[src/rtl/spi_dual_clkdiv_pkg.sv]
package spi_dual_clkdiv_pkg;
   // law selector values
   localparam logic LAW_EXP = 1'b0;
   localparam logic LAW_LIN = 1'b1;

   // settings captured while the divider is idle
   typedef struct packed {
      logic law;
      logic cpol;
      logic cpha;
   } sclk_mode_t;
endpackage

[src/rtl/sdc_cfg_hold.sv]
module sdc_cfg_hold
   import spi_dual_clkdiv_pkg::*;
#(
   parameter int DIV_W = 8
) (
   input  logic             clk,
   input  logic             rst_n,
   input  logic             enable,
   input  logic             law_in,
   input  logic [DIV_W-1:0] div_in,
   input  logic             cpol_in,
   input  logic             cpha_in,
   output sclk_mode_t       mode_q,
   output logic [DIV_W-1:0] div_q
);
   always_ff @(posedge clk or negedge rst_n) begin
      if (!rst_n) begin
         mode_q <= '0;
         div_q  <= '0;
      end else if (!enable) begin
         mode_q.law  <= law_in;
         mode_q.cpol <= cpol_in;
         mode_q.cpha <= cpha_in;
         div_q       <= div_in;
      end
   end
endmodule

[src/rtl/sdc_half_timer.sv]
module sdc_half_timer
   import spi_dual_clkdiv_pkg::*;
#(
   parameter int DIV_W = 8,
   parameter int EXP_W = 4,
   parameter int CNT_W = 15
) (
   input  logic             clk,
   input  logic             rst_n,
   input  logic             enable,
   input  logic             law,
   input  logic [DIV_W-1:0] div,
   output logic             tick
);
   logic [EXP_W-1:0] exp_n;
   logic [CNT_W-1:0] exp_lim;
   logic [CNT_W-1:0] lin_lim;
   logic [CNT_W-1:0] lim;
   logic [CNT_W-1:0] cnt_q;

   assign exp_n = div[EXP_W-1:0];

   // exponential law: half period 2^N, limit is a mask of N ones
   for (genvar i = 0; i < CNT_W; i++) begin : g_exp_mask
      assign exp_lim[i] = ({{(32-EXP_W){1'b0}}, exp_n} > 32'(i));
   end

   // linear law: half period N+1, limit is N itself
   if (CNT_W > DIV_W) begin : g_lin_wide
      assign lin_lim = {{(CNT_W-DIV_W){1'b0}}, div};
   end else begin : g_lin_same
      assign lin_lim = div;
   end

   assign lim  = (law == LAW_LIN) ? lin_lim : exp_lim;
   assign tick = enable && (cnt_q == lim);

   always_ff @(posedge clk or negedge rst_n) begin
      if (!rst_n)        cnt_q <= '0;
      else if (!enable)  cnt_q <= '0;
      else if (tick)     cnt_q <= '0;
      else               cnt_q <= cnt_q + 1'b1;
   end
endmodule

[src/rtl/sdc_edge_gen.sv]
module sdc_edge_gen (
   input  logic clk,
   input  logic rst_n,
   input  logic enable,
   input  logic tick,
   input  logic cpol,
   input  logic cpha,
   output logic sclk,
   output logic lead_stb,
   output logic trail_stb,
   output logic sample_stb,
   output logic shift_stb
);
   logic active_q;

   always_ff @(posedge clk or negedge rst_n) begin
      if (!rst_n) begin
         active_q  <= 1'b0;
         lead_stb  <= 1'b0;
         trail_stb <= 1'b0;
      end else if (!enable) begin
         active_q  <= 1'b0;
         lead_stb  <= 1'b0;
         trail_stb <= 1'b0;
      end else begin
         if (tick) active_q <= !active_q;
         lead_stb  <= tick && !active_q;
         trail_stb <= tick &&  active_q;
      end
   end

   assign sclk       = active_q ^ cpol;
   assign sample_stb = cpha ? trail_stb : lead_stb;
   assign shift_stb  = cpha ? lead_stb  : trail_stb;
endmodule

[src/rtl/spi_dual_clkdiv.sv]
module spi_dual_clkdiv
   import spi_dual_clkdiv_pkg::*;
#(
   parameter int DIV_W = 8,
   parameter int EXP_W = 4
) (
   input  logic             clk,
   input  logic             rst_n,
   input  logic             enable,
   input  logic             law_sel,
   input  logic [DIV_W-1:0] div_val,
   input  logic             cpol,
   input  logic             cpha,
   output logic             sclk,
   output logic             lead_stb,
   output logic             trail_stb,
   output logic             sample_stb,
   output logic             shift_stb
);
   localparam int EXP_SPAN = (1 << EXP_W) - 1;
   localparam int CNT_W    = (EXP_SPAN > DIV_W) ? EXP_SPAN : DIV_W;

   if (EXP_W < 1 || EXP_W > 5) begin : g_bad_exp
      $error("EXP_W must lie in 1..5");
   end
   if (EXP_W > DIV_W) begin : g_bad_div
      $error("EXP_W must not exceed DIV_W");
   end

   sclk_mode_t       mode_q;
   logic [DIV_W-1:0] div_q;
   logic             tick;

   sdc_cfg_hold #(.DIV_W(DIV_W)) u_cfg (
      .clk(clk), .rst_n(rst_n), .enable(enable),
      .law_in(law_sel), .div_in(div_val), .cpol_in(cpol), .cpha_in(cpha),
      .mode_q(mode_q), .div_q(div_q)
   );

   sdc_half_timer #(.DIV_W(DIV_W), .EXP_W(EXP_W), .CNT_W(CNT_W)) u_timer (
      .clk(clk), .rst_n(rst_n), .enable(enable),
      .law(mode_q.law), .div(div_q), .tick(tick)
   );

   sdc_edge_gen u_edge (
      .clk(clk), .rst_n(rst_n), .enable(enable), .tick(tick),
      .cpol(mode_q.cpol), .cpha(mode_q.cpha),
      .sclk(sclk), .lead_stb(lead_stb), .trail_stb(trail_stb),
      .sample_stb(sample_stb), .shift_stb(shift_stb)
   );
endmodule

[config.mk]
export PLATFORM = sky130hd
export DESIGN_NAME = spi_dual_clkdiv
export DESIGN_NICKNAME = d
export VERILOG_FILES = /design/src/rtl/spi_dual_clkdiv_pkg.sv /design/src/rtl/sdc_cfg_hold.sv /design/src/rtl/sdc_half_timer.sv /design/src/rtl/sdc_edge_gen.sv /design/src/rtl/spi_dual_clkdiv.sv
export SDC_FILE = /design/constraint.sdc
export NUM_CORES = 1
export LEC_CHECK = 0
export BUFFER_PORTS_ARGS = -buffer_cell sky130_fd_sc_hd__buf_2
export CAP_MARGIN = 40
export CORE_MARGIN = 1.5
export CORE_UTILIZATION = 53
export CTS_BUF_LIST = sky130_fd_sc_hd__clkbuf_4
export DETAILED_ROUTE_END_ITERATION = 8
export PLACE_DENSITY = 0.81
export RECOVER_POWER = 50
export SYNTH_ARGS = -nofsm -noshare
export SYNTH_HDL_FRONTEND = slang
export SYNTH_HIERARCHICAL = 1
export SYNTH_SLANG_ARGS = --single-unit
[constraint.sdc]
create_clock -name clk -period 2.5 [get_ports clk]
set_input_delay 0.5 -clock clk [delete_from_list [all_inputs] [get_ports clk]]
set_output_delay 0.5 -clock clk [all_outputs]
set_load 0.02 [all_outputs]
==> flow_metrics.env <==
export IMPL_status="finished with violations"
export IMPL_violations="capacitance limit, slew limit"
export IMPL_ys_warn_count=6
export IMPL_clock_latency_ns=0.32
export IMPL_numCtsBuffers=5
export IMPL_drive_gt1_frac=0.287
export IMPL_cp_top_family="simple AND/OR/NAND/NOR gates"
export IMPL_cp_slowest_cell="dfrtp_1"
export IMPL_clk_path_buf_depth=2
export IMPL_place_hpwl_um=2560
export IMPL_syn_area_um2=1800
export IMPL_synthFlopType="dfrtp_1"
export IMPL_cap_violations=1
export IMPL_grt_use_total=0.222
export IMPL_worst_ep_arrival_time_ns=2.53
export IMPL_drtIter0Drc=54
export IMPL_drv_slew=30
export IMPL_worstPathRequired_ns=2.71
export IMPL_nNetsFinal=202
export IMPL_ant_nets=0
export IMPL_num_vias=1328
export IMPL_peakVddDrop_v=0.000273
export IMPL_fmax_mhz=431
export IMPL_endpoint_kind="flip-flop"
export IMPL_start_kind="flip-flop"
export IMPL_critPathKind="flip-flop to flip-flop"
export IMPL_grt_start_max_net_pins=30
export IMPL_ys_seq_area_frac=0.404
export IMPL_tightest_slew_ns=1.52
export IMPL_regToRegSetupSlack_ns=0.18
export IMPL_grt_overflow=0
export IMPL_grt_pass1_vias=1270
export IMPL_drt_pass1_iter_count=4
export IMPL_rr_startpoint="u_cfg/mode_q[2]"
export IMPL_cts_tree="yes"
export IMPL_setup_ws_ns=0.182
export IMPL_fp_dieH_um=61.2
export IMPL_cts_root_buf="clkbuf_4"
export IMPL_p_leak_nw=0.953
export IMPL_path_max_fanout=15
export IMPL_timing_final_crit_share=0.927
export IMPL_post_cts_setup_buffer_count=0
export IMPL_skew_ns=0.00624
export IMPL_clk_pin_slew_worst_paths_ns=0.09
export IMPL_min_to="u_cfg/div_q[6]"
export IMPL_io_pins=19
export IMPL_period_needed_ns=2.32
export IMPL_dieArea_um2=3750
export IMPL_antenna_cells=0
export IMPL_rr_endpoint="u_edge/active_q"
export IMPL_setup_viol_count_final=0
export IMPL_wirelength_um=3540
export IMPL_min_from="div_val[6]"
export IMPL_clock_sinks=29
export IMPL_finalHoldViolations=0
export IMPL_relSlewSlack=-0.0105
export IMPL_cp_common_cell="xor2_1"
export IMPL_whs_path_depth=2
export IMPL_vias_per_cell=5.72
export IMPL_avgRoutedWirePerCell_um=15.3
export IMPL_syn_mean_instance_area_um2=10.6
export IMPL_row_count=20
export IMPL_tns_ns=0
export IMPL_holdWs_ns=0.409
export IMPL_port_buffers=18
export IMPL_cp_buffers_inverters=0
export IMPL_synth_edf_count=0
export IMPL_start_util=0.574
export IMPL_syn_to_final_growth_pct=7.94
export IMPL_gp_congestion=0.886
export IMPL_synth_fp_nets=184
export IMPL_place_ws_ns=0.255
export IMPL_cts_hold_buf=0
export IMPL_worstPathCellList="nand2b_2 -> o311ai_2 -> xor2_1 -> nand3b_1 -> nor4b_1 -> and3_2 -> xor2_1 -> and2_1"
export IMPL_fillers=265
export IMPL_min_path_type="primary input to flip-flop"
export IMPL_async_flop_share=1.00
export IMPL_rsz0062_at_grt="false"
export IMPL_reg2reg_depth=8
export IMPL_synth_cell_types=43
export IMPL_cp_slowest_stage_delay_ns=0.62
export IMPL_antenna_found_initial=0
export IMPL_core_area_um2=3130
export IMPL_power_density_nw_per_um2=521
export IMPL_cts_htree_levels=2
export IMPL_ys_ff_latch=29
export IMPL_ctsResizeCount=0
export IMPL_drc=0
export IMPL_die_x_um=61.2
export IMPL_synth_cells=169
export IMPL_grt_pass1_wl_um=5950
-- Yosys cell counts, types with 2 or more instances --
cell type / instances / area share
o22ai_1: 2 / 0.0070
o21ai_0: 6 / 0.017
nand2_1: 9 / 0.019
a21oi_1: 8 / 0.022
clkbuf_1: 2 / 0.0042
mux2_2: 3 / 0.019
buf_6: 4 / 0.025
nand2b_1: 2 / 0.0070
a31oi_1: 2 / 0.0070
and3_1: 14 / 0.049
nand3b_1: 2 / 0.0084
xor2_1: 10 / 0.049
mux2_4: 10 / 0.084
nor2_1: 10 / 0.021
inv_1: 3 / 0.0063
dfrtp_1: 29 / 0.40
nand4_1: 2 / 0.0070
nand3_1: 7 / 0.020
and4_1: 2 / 0.0098
xnor2_1: 14 / 0.068
and3_2: 6 / 0.025
-- sequential cells by signal (all words and copies together), names as in the netlist --
| register | cells |
|---|---|
| u_timer/cnt_q | 15 |
| u_edge/active_q | 1 |
| u_edge/lead_stb | 1 |
| u_cfg/div_q | 8 |
| u_cfg/mode_q | 3 |
| u_edge/trail_stb | 1 |
-- worst max-delay path by stage --
stage                          from               to  slack, ns  cells after the start
floorplan            u_cfg/div_q[1]  u_edge/active_q       0.57                      9
global placement    u_cfg/mode_q[2]  u_edge/active_q       0.35                      8
detailed placement  u_cfg/mode_q[2]  u_edge/active_q       0.25                      8
CTS                 u_cfg/mode_q[2]  u_edge/active_q       0.24                      8
global route        u_cfg/mode_q[2]  u_edge/active_q     0.0001                      8
finish              u_cfg/mode_q[2]  u_edge/active_q       0.18                      8
-- cells in the final DEF, fill, tap and decap left out, types with 3 or more instances in the layout --
cell      synthesis  routed
a21oi_1           8       8
and3_1           14      14
and3_2            6       6
buf_2             1      17
clkbuf_4          0       8
dfrtp_1          29      29
inv_1             3       3
mux2_2            3       3
mux2_4           10      10
nand2_1           9       9
nand3_1           7       7
nor2_1           10      10
o21ai_0           6       6
xnor2_1          14      14
xor2_1           10      10
-- stage by stage --
| stage | util | cells | area (um^2) | power [mW] |
|---|---|---|---|---|
| finish | 0.620 | 232 | 1940 | 1.01 |
| global route | 0.620 | 232 | 1940 | 1.07 |
| CTS | 0.621 | 232 | 1940 | 1.02 |
| detailed placement | 0.602 | 224 | 1880 | 0.722 |
| global placement | 0.602 | 224 | 1880 | 0.719 |
| floorplan | - | 169 | 1800 | 0.679 |
-- power by group --
| part | internal (mW) | switching, mW | total [mW] |
|---|---|---|---|
| sequential | 0.490 | 0.0409 | 0.531 |
| combinational | 0.0929 | 0.0920 | 0.185 |
| clock | 0.144 | 0.150 | 0.295 |
-- metal layers --
| layer | track usage | vias up | part of all wire |
|---|---|---|---|
| met5 | 0 | - | 0 |
| met4 | 0.0901 | 0 | 0.021 |
| li1 | - | 631 | - |
| met3 | 0.0567 | 9 | 0.036 |
| met2 | 0.354 | 32 | 0.49 |
| met1 | 0.287 | 656 | 0.45 |
-- cell families (layout without fill, tap and decap cells) --
family	count (synthesis)	count (layout)	share of synthesized area
muxes	14	14	0.108
DFF	29	29	0.404
buffers and inverters	12	31	0.0446
AOI/OAI and AO/OA	25	25	0.0927
and+or+nand+nor	64	64	0.226
xor gates and xnor gates	24	24	0.117
adders and majority gates	1	1	0.00697
-- area by class of cell --
cell class                 instances  area, um^2  share of cell area
sequential                        29         726               0.374
multi-input combinational        128         990               0.511
inverter                           4        15.0             0.00775
clock buffer                       8        60.1              0.0310
timing repair buffer              19        92.6              0.0478
tap                               44        55.1              0.0284
Note: power is estimated with default switching activity, not from simulation.
